==> config.mk <==
export PLATFORM = sky130hd
export DESIGN_NAME = irqif_cpu
export DESIGN_NICKNAME = d
export VERILOG_FILES = /design/src/rtl/irqif_pkg.sv /design/src/rtl/irqif_arbiter.sv /design/src/rtl/irqif_prio_stack.sv /design/src/rtl/irqif_cpu.sv
export SDC_FILE = /design/constraint.sdc
export NUM_CORES = 1
export LEC_CHECK = 0
export BUFFER_PORTS_ARGS = -buffer_cell sky130_fd_sc_hd__buf_2
export CAP_MARGIN = 20
export CELL_PAD_IN_SITES_DETAIL_PLACEMENT = 2
export CELL_PAD_IN_SITES_GLOBAL_PLACEMENT = 2
export CORE_UTILIZATION = 33
export CTS_CLUSTER_SIZE = 14
export DETAILED_ROUTE_END_ITERATION = 8
export PLACE_DENSITY_LB_ADDON = 0.1
export SLEW_MARGIN = 15
export SYNTH_ARGS = -nofsm -noshare
export SYNTH_HDL_FRONTEND = slang
export SYNTH_SLANG_ARGS = --single-unit
export TNS_END_PERCENT = 100
==> constraint.sdc <==
create_clock -name clk_i -period 87 [get_ports clk_i]
set_input_delay 8.7 -clock clk_i [delete_from_list [all_inputs] [get_ports clk_i]]
set_output_delay 8.7 -clock clk_i [all_outputs]
set_load 0.01 [all_outputs]
==> src/rtl/irqif_pkg.sv <==
package irqif_pkg;
    localparam int ID_W   = 10;
    localparam int PRIO_W = 8;
    localparam logic [ID_W-1:0]   SPURIOUS_ID = 10'd1023;
    localparam logic [PRIO_W-1:0] IDLE_PRIO   = 8'hFF;

    typedef struct packed {
        logic split;
        logic en;
    } ctrl_t;
endpackage

==> src/rtl/irqif_arbiter.sv <==
module irqif_arbiter
    import irqif_pkg::*;
#(
    parameter int N = 32
) (
    input  logic [N-1:0]        cand_i,
    input  logic [N*PRIO_W-1:0] prio_i,
    output logic                vld_o,
    output logic [ID_W-1:0]     id_o,
    output logic [PRIO_W-1:0]   prio_o
);
    logic [PRIO_W-1:0] prio_a [N];

    for (genvar g = 0; g < N; g++) begin : g_unpack
        assign prio_a[g] = prio_i[g*PRIO_W +: PRIO_W];
    end

    // Linear scan; strict compare keeps the lowest ID on ties.
    always_comb begin
        vld_o  = 1'b0;
        id_o   = '0;
        prio_o = IDLE_PRIO;
        for (int i = 0; i < N; i++) begin
            if (cand_i[i] && (!vld_o || prio_a[i] < prio_o)) begin
                vld_o  = 1'b1;
                id_o   = ID_W'(i);
                prio_o = prio_a[i];
            end
        end
    end
endmodule

==> src/rtl/irqif_prio_stack.sv <==
module irqif_prio_stack
    import irqif_pkg::*;
#(
    parameter int DEPTH = 4
) (
    input  logic              clk_i,
    input  logic              rst_ni,
    input  logic              push_i,
    input  logic [ID_W-1:0]   push_id_i,
    input  logic [PRIO_W-1:0] push_prio_i,
    input  logic              pop_i,
    input  logic [ID_W-1:0]   query_id_i,
    output logic              query_hit_o,
    output logic              top_vld_o,
    output logic [ID_W-1:0]   top_id_o,
    output logic [PRIO_W-1:0] top_prio_o,
    output logic              full_o
);
    localparam int CW = $clog2(DEPTH + 1);

    typedef struct packed {
        logic [DEPTH-1:0][ID_W-1:0]   ids;
        logic [DEPTH-1:0][PRIO_W-1:0] prios;
        logic [CW-1:0]                cnt;
    } stk_t;

    stk_t st_d, st_q;
    logic [CW-1:0] top_idx, wr_idx;

    always_comb begin
        top_idx     = st_q.cnt - CW'(1);
        top_vld_o   = (st_q.cnt != '0);
        full_o      = (st_q.cnt == CW'(DEPTH));
        top_id_o    = '0;
        top_prio_o  = IDLE_PRIO;
        query_hit_o = 1'b0;
        for (int i = 0; i < DEPTH; i++) begin
            if (top_vld_o && CW'(i) == top_idx) begin
                top_id_o   = st_q.ids[i];
                top_prio_o = st_q.prios[i];
            end
            if (CW'(i) < st_q.cnt && st_q.ids[i] == query_id_i) begin
                query_hit_o = 1'b1;
            end
        end
    end

    always_comb begin
        st_d   = st_q;
        wr_idx = (pop_i && top_vld_o) ? top_idx : st_q.cnt;
        if (pop_i && top_vld_o) begin
            st_d.cnt = st_q.cnt - CW'(1);
        end
        if (push_i && (!full_o || pop_i)) begin
            for (int i = 0; i < DEPTH; i++) begin
                if (CW'(i) == wr_idx) begin
                    st_d.ids[i]   = push_id_i;
                    st_d.prios[i] = push_prio_i;
                end
            end
            st_d.cnt = st_d.cnt + CW'(1);
        end
    end

    always_ff @(posedge clk_i) begin
        if (!rst_ni) begin
            st_q <= '0;
        end else begin
            st_q <= st_d;
        end
    end
endmodule

==> src/rtl/irqif_cpu.sv <==
module irqif_cpu
    import irqif_pkg::*;
#(
    parameter int NUM_IRQ     = 32,
    parameter int STACK_DEPTH = 4
) (
    input  logic                      clk_i,
    input  logic                      rst_ni,
    input  logic [NUM_IRQ-1:0]        pend_i,
    input  logic [NUM_IRQ*PRIO_W-1:0] prio_i,
    input  logic                      ctrl_wr_i,
    input  logic [1:0]                ctrl_wdata_i,
    input  logic                      pmr_wr_i,
    input  logic [PRIO_W-1:0]         pmr_wdata_i,
    input  logic                      ack_rd_i,
    output logic [ID_W-1:0]           ack_id_o,
    input  logic                      eoi_wr_i,
    input  logic [ID_W-1:0]           eoi_id_i,
    input  logic                      dir_wr_i,
    input  logic [ID_W-1:0]           dir_id_i,
    output logic                      irq_o,
    output logic [PRIO_W-1:0]         rpr_o
);
    localparam int IDX_W = (NUM_IRQ > 1) ? $clog2(NUM_IRQ) : 1;

    typedef struct packed {
        logic [NUM_IRQ-1:0] active;
        logic [ID_W-1:0]    ack_id;
        ctrl_t              ctrl;
        logic [PRIO_W-1:0]  pmr;
    } state_t;

    state_t st_d, st_q;

    logic [NUM_IRQ-1:0] cand;
    logic               best_vld;
    logic [ID_W-1:0]    best_id;
    logic [PRIO_W-1:0]  best_prio;
    logic               top_vld, stk_full, in_stack;
    logic [ID_W-1:0]    top_id;
    logic [PRIO_W-1:0]  top_prio;
    logic               qualify, ack_take, eoi_hit, dir_hit;
    logic               if_en;

    assign cand  = pend_i & ~st_q.active;
    assign if_en = st_q.ctrl.en;

    irqif_arbiter #(.N(NUM_IRQ)) u_arb (
        .cand_i (cand),
        .prio_i (prio_i),
        .vld_o  (best_vld),
        .id_o   (best_id),
        .prio_o (best_prio)
    );

    irqif_prio_stack #(.DEPTH(STACK_DEPTH)) u_stk (
        .clk_i       (clk_i),
        .rst_ni      (rst_ni),
        .push_i      (ack_take),
        .push_id_i   (best_id),
        .push_prio_i (best_prio),
        .pop_i       (eoi_hit),
        .query_id_i  (dir_id_i),
        .query_hit_o (in_stack),
        .top_vld_o   (top_vld),
        .top_id_o    (top_id),
        .top_prio_o  (top_prio),
        .full_o      (stk_full)
    );

    always_comb begin
        rpr_o    = top_vld ? top_prio : IDLE_PRIO;
        qualify  = st_q.ctrl.en && best_vld && !stk_full
                   && (best_prio < st_q.pmr) && (best_prio < rpr_o);
        irq_o    = qualify;
        ack_id_o = st_q.ack_id;
        ack_take = ack_rd_i && qualify;
        eoi_hit  = eoi_wr_i && top_vld && (eoi_id_i == top_id);
        dir_hit  = dir_wr_i && st_q.ctrl.split
                   && (dir_id_i < ID_W'(NUM_IRQ))
                   && st_q.active[dir_id_i[IDX_W-1:0]]
                   && !in_stack;
    end

    always_comb begin
        st_d = st_q;
        if (ctrl_wr_i) begin
            st_d.ctrl.en    = ctrl_wdata_i[0];
            st_d.ctrl.split = ctrl_wdata_i[1];
        end
        if (pmr_wr_i) begin
            st_d.pmr = pmr_wdata_i;
        end
        if (ack_rd_i) begin
            st_d.ack_id = ack_take ? best_id : SPURIOUS_ID;
        end
        if (eoi_hit && !st_q.ctrl.split) begin
            st_d.active[eoi_id_i[IDX_W-1:0]] = 1'b0;
        end
        if (dir_hit) begin
            st_d.active[dir_id_i[IDX_W-1:0]] = 1'b0;
        end
        if (ack_take) begin
            st_d.active[best_id[IDX_W-1:0]] = 1'b1;
        end
    end

    always_ff @(posedge clk_i) begin
        if (!rst_ni) begin
            st_q        <= '0;
            st_q.ack_id <= SPURIOUS_ID;
        end else begin
            st_q <= st_d;
        end
    end
endmodule

### Word level (Yosys, flattened, before mapping)

Cells that the tools add are included.
W data, S select, Z words.

* bits in registers: 107
* memories kept: 0
* logic and storage cells: 330
* ROM bits: 0
* latch bits: 0
* memory bits (writable): 0
* output and inout bits: 19

* order comparisons: 44
* equality and inequality tests: 12
* add/sub/neg operators: 2
* divide/modulo/power cells: 0
* shifts and indexed selects: 0
* multiplexer cells: 122
* $mul: 0
* bitwise logic cells: 7
* reduce and logical (&&, ||, !) cells: 129

Operators with widths (number)
* $mux W8: 37
* $lt A8 B8 Y1: 33
* $mux W5: 20
* $and A32 B32 Y32: 3
* $mux W32: 3
* $not A32 Y32: 3
* $logic_and A1 B1 Y1: 56
* $mux W1: 41
* $eq A5 B10 Y1: 4
* $logic_not A1 Y1: 34
* $logic_or A1 B1 Y1: 32
* $mux W4: 8
* $or A32 B32 Y32: 1
* $lt A5 B6 Y1 const B: 3
* $mux W3: 6
* $demux W1 S5: 3
* $ge A5 B1 Y1 const B: 3
* $eq A2 B3 Y1 const A: 4
* $eq A10 B10 Y1: 1
* $lt A10 B6 Y1 const B: 1
* $mux W10: 1
* $reduce_and A2 Y1: 4
* $eq A1 B3 Y1 const A: 2
* $logic_not A3 Y1: 2
* other kinds (8): 11

### Logic depth before layout (Yosys ltp)

* depth after elaboration: 134
* depth in mapped cells: 380
* gate-level depth less buffers: 350

### Cells and area by module

From an unflattened synthesis, not the netlist that was laid out.

* cell total of the unflattened synthesis: 2698
* area total of the unflattened synthesis: 20363.3 um2

By module, submodules not included
* irqif_arbiter: seq. area each 0.0 um2, times used 1, area an instance 12414.4 um2, cells each 1793
* irqif_prio_stack: seq. area each 1501.4 um2, times used 1, area an instance 4289.1 um2, cells each 467
* irqif_cpu: seq. area each 1041.0 um2, times used 1, area an instance 3659.8 um2, cells each 438

### Worst setup path before layout

Ideal clock, no wire load.

* kind: input to output
* start: input port pend_i[0]
* end: output port irq_o
* path slack: 9.331 ns
* buffers on the path: 30
* required time: 78.300 ns
* arrival: 68.969 ns
* stages on the path: 358
* path through: nand2b_1 -> buf_4 -> nor2_1 -> ha_1 -> and3_1 -> o2111ai_1 -> or4_1 -> nand3b_1 -> clkbuf_1 -> nor2_1 -> a21oi_1 -> inv_1 -> ha_1 -> a211oi_1 -> o211ai_1 -> o21ai_0 -> o21a_2 -> buf_2 -> [... 322 more ...] -> a21oi_1 -> a21oi_1 -> or2_2 -> or4_1 -> nor2b_1 -> o21ba_2 -> buf_2 -> buf_1 -> nand2_1 -> o21ai_1 -> ha_1 -> a21o_1 -> a21oi_1 -> nor2b_1 -> o21ai_0 -> o2111ai_1 -> a21oi_1 -> o21a_1

* elaborated cells between the ends (all ways): 195

RTL lines
* start, declared: RTL line irqif_cpu.sv:9 `input logic [NUM_IRQ-1:0] pend_i,`
* $and A32 B32 Y32 *: RTL line irqif_cpu.sv:45 `assign cand = pend_i & ~st_q.active;`
* $mux W8 or $mux W1 (tied branches): RTL line irqif_arbiter.sv:24 `if (cand_i[i] && (!vld_o || prio_a[i] < prio_o)) begin`
* $lt A8 B8 Y1 or $logic_not A1 Y1 (tied branches): RTL line irqif_arbiter.sv:24
* $logic_or A1 B1 Y1: RTL line irqif_arbiter.sv:24
* $logic_and A1 B1 Y1: RTL line irqif_arbiter.sv:24
* $mux W8 or $mux W1 (tied branches): RTL line irqif_arbiter.sv:24
* $lt A8 B8 Y1 or $logic_not A1 Y1 (tied branches): RTL line irqif_arbiter.sv:24
* $logic_or A1 B1 Y1: RTL line irqif_arbiter.sv:24
* [... 114 more ...]
* $lt A8 B8 Y1 or $logic_not A1 Y1 (tied branches): RTL line irqif_arbiter.sv:24
* $logic_or A1 B1 Y1: RTL line irqif_arbiter.sv:24
* $logic_and A1 B1 Y1: RTL line irqif_arbiter.sv:24
* $mux W8 *: RTL line irqif_arbiter.sv:24
* via best_prio[4]: RTL line irqif_cpu.sv:38 `logic [PRIO_W-1:0] best_prio;`
* $lt A8 B8 Y1: RTL line irqif_cpu.sv:74 `&& (best_prio < st_q.pmr) && (best_prio < rpr_o);`
* $logic_and A1 B1 Y1: RTL line irqif_cpu.sv:74
* $logic_and A1 B1 Y1 *: RTL line irqif_cpu.sv:74
* end, declared: RTL line irqif_cpu.sv:21 `output logic irq_o,`

The timed path passes the listed nets; every way through them passes the cells marked *.

### Worst setup path in the final report

Same ends and word-level chain as after synthesis.

==> flow_metrics.py <==
metrics = {
    "detailed_routing": {
        "wl_per_cell_um": 21.9,
        "vias": 20692,
        "drt-total-wl_um": 79200,
        "drc": 0,
        "dr.pass1.iters": 5,
        "viasPerCell": 5.72,
        "ant_nets": 0,
        "drt_iter0_drc": 807,
    },
    "grt": {
        "use_met2_pct": 48.0,
        "top_usage_layer": "met2",
        "grt_util_all_layers_pct": 26.7,
        "grt_remaining_overflow": 0,
        "grt_pass1_vias": 22149,
        "use_met3_pct": 1.44,
        "grt_max_degree": 58,
        "grt_pass1_wl_um": 122000,
        "use_met1_pct": 35.1,
        "grt_antenna_before_repair": 8,
    },
    "yosys": {
        "synthCells": 2546,
        "ys_seq_elements": 103,
        "synthFlopType": "dfxtp_1",
        "syn_nets": 3054,
        "synth_area_per_cell_um2": 7.27,
        "ys_seq_area_share_pct": 11.1,
        "synth_area_um2": 18500,
        "yosysUniqueCellTypes": 122,
        "synthArstFlopShare_pct": 0,
        "synth_edf_count": 0,
        "synth_warnings": 0,
    },
    "die": {
        "die_w_um": 239,
        "start_util_pct": 33.5,
        "die_area_um2": 57000,
        "die_h_um": 239,
        "num_rows": 86,
        "ios": 344,
        "core_region_area_um2": 55300,
    },
    "clock_tree": {
        "cts.hold.buffers_added": 0,
        "cts_tree": "done",
        "clock_sinks": 103,
        "clk_pin_slew_ps": 80,
        "clk_path_buf_depth": 2,
        "cts_inserted_buffers": 9,
        "clk_latency_ps": 370,
        "h-tree-depth": 3,
        "root_buffer": "clkbuf_16",
    },
    "layout": {
        "final_cell_mix": "buf_2 (343), nand2_1 (298), inv_1 (202), nor2_1 (201), ha_1 (183)",
        "seq_area_um2": 2060,
        "syn2layout_area_growth_pct": 16.7,
        "nFillCells": 6662,
        "final_common_cell": "buf_2",
        "drive_gt1_share_pct": 21.2,
        "multi_input_area_um2": 15500,
        "nNetsFinal": 3365,
        "finish.utilization_pct": 39.1,
    },
    "timing": {
        "fmax_ghz": 0.0121,
        "maxSlewViolCount": 0,
        "finalCritPeriodShare_pct": 94.6,
        "slew_headroom_pct": 36.9,
        "hold_violations": 0,
        "min_period_ps": 82320,
        "clock_skew_ps": 13.8,
        "tightest_slew_ps": 920,
        "setup_viol": 0,
    },
    "critical_path": {
        "critical_path_required_ps": 78300,
        "crit_arrival_ps": 73620,
        "cp_max_fo": 18,
        "cp_num_buf_inv": 32,
        "start_kind": "input port",
        "cp_top_family": "compound AO/OA/AOI/OAI gates",
        "slowest_delay_ps": 580,
        "cpMostUsedCell": "a21o_1",
        "cp_slowest_cell": "or4_1",
        "r2r_setup_slack_ps": 20320,
        "criticalPathCategory": "in -> out",
        "crit_path_end_kind": "primary output",
    },
    "place": {
        "port-buffer-count": 343,
        "dp_hpwl_um": 65900,
        "gp_congestion": 0.923,
    },
    "status": {
        "status": "finished clean",
    },
    "flow_run": {
        "maxCapViolCount": 0,
    },
    "min_path": {
        "hold_path.class": "reg -> reg",
    },
}
## flip-flops by register name, summed over array words and instances (netlist names)
name        flops
ack_id_o        6
u_stk.st_q     55
st_q           41
if_en           1
## worst reg2reg max path: cells and delay by family, from the launching register on
family	cells	cell delay, ps
adders and majority gates	32	9420
muxes	16	4440
AOI/OAI and AO/OA	164	33170
DFF	1	460
and+or+nand+nor	92	15770
buffers and inverters	30	3240
## what timing repair did
item	4_1_cts	5_1_grt
pin swaps	1	10
gates cloned	0	2
hold endpoints to repair	0	0
resized for setup	10	60
setup buffers	5	35
endpoints found under the setup margin	1	1
## cell usage after synthesis (8+ instances only)
library cell  count  share of area, %
nand2_1         302               6.1
nor2_1          206               4.2
inv_1           203               4.1
ha_1            183                12
o21ai_0         183               4.9
a21oi_1         161               4.4
mux2i_1         136               7.4
dfxtp_1         103                11
a21o_1           65               2.6
nand2b_1         59               2.0
mux2_2           48               2.9
nor2b_1          46               1.6
and2_1           45               1.5
nand3_1          44               1.2
nor3_1           42               1.1
o31ai_1          36               1.5
nand4_1          32               1.1
and3_1           31               1.0
clkbuf_1         30              0.61
a31oi_1          25              0.84
a211oi_1         23              0.93
buf_4            23              0.93
o21a_1           23              0.93
o21ai_1          23              0.62
xor2_1           21              0.99
buf_2            20              0.54
xnor2_1          20              0.95
o22ai_1          19              0.64
or2_2            19              0.64
o211ai_1         17              0.69
o221ai_1         15              0.71
maj3_1           14              0.76
a22oi_1          13              0.53
nand3b_1         13              0.53
or3_1            13              0.44
o2111ai_1        12              0.57
o31a_1           10              0.47
nor3b_1           9              0.36
nor4_1            9              0.30
a211o_1           8              0.38
a221oi_1          8              0.38
and4_1            8              0.38
mux2_4            8              0.65
mux4_2            8              0.97
o211a_1           8              0.43
## kinds of logic (layout without fill, tap and decap cells)
family                     count (synthesis)  count (layout)  share of synthesized area, %
adders and majority gates                200             200                          13.3
buffers and inverters                    295             609                          7.02
DFF                                      103             103                          11.1
muxes                                    207             207                          12.3
and+or+nand+nor                          916             916                          24.3
xor gates and xnor gates                  41              41                          1.94
AOI/OAI and AO/OA                        784             786                          29.9
other                                      0               7                             0
## through the flow
stage	hold slack [ps]	setup TNS, ps	area (um2)	std cells	setup WS, ps
global route	493	-354	21600	3617	-354
CTS	470	0	21100	3573	149
detailed placement	457	-2060	20700	3552	-2060
floorplan	434	0	18500	2546	9330
finish	466	0	21600	3617	4680
global placement	442	0	20700	3551	1240
## metal layers
layer / part of all wire [%] / up-vias / wire length [um]
met5: 0.016 / - / 13
met1: 46 / 10330 / 36500
li1: - / 9943 / -
met2: 50 / 358 / 39400
met4: 1.4 / 2 / 1090
met3: 2.6 / 59 / 2090
## worst paths after layout
| kind | start | endpoint | cells after the start |
|---|---|---|---|
| worst min register to register | u_stk.st_q[13] | u_stk.st_q[13] | 2 |
| worst min-delay path | u_stk.st_q[13] | u_stk.st_q[13] | 2 |
| worst max-delay path | pend_i[0] | irq_o | 333 |
| worst max register to register | st_q[20] | u_stk.st_q[68] | 334 |
## final cells by class
type                            instances  area share [%]
Antenna cell                            7          0.0810
Clock buffer                            9            1.04
Clock inverter                          7           0.359
Inverter                              204            3.54
Multi-Input combinational cell       2150            71.6
Sequential cell                       103            9.54
Tap cell                              748            4.33
Timing Repair Buffer                  389            9.54
Power is not shown: default switching activity piles up to over one toggle a cycle in this logic, so the estimate is an artifact.
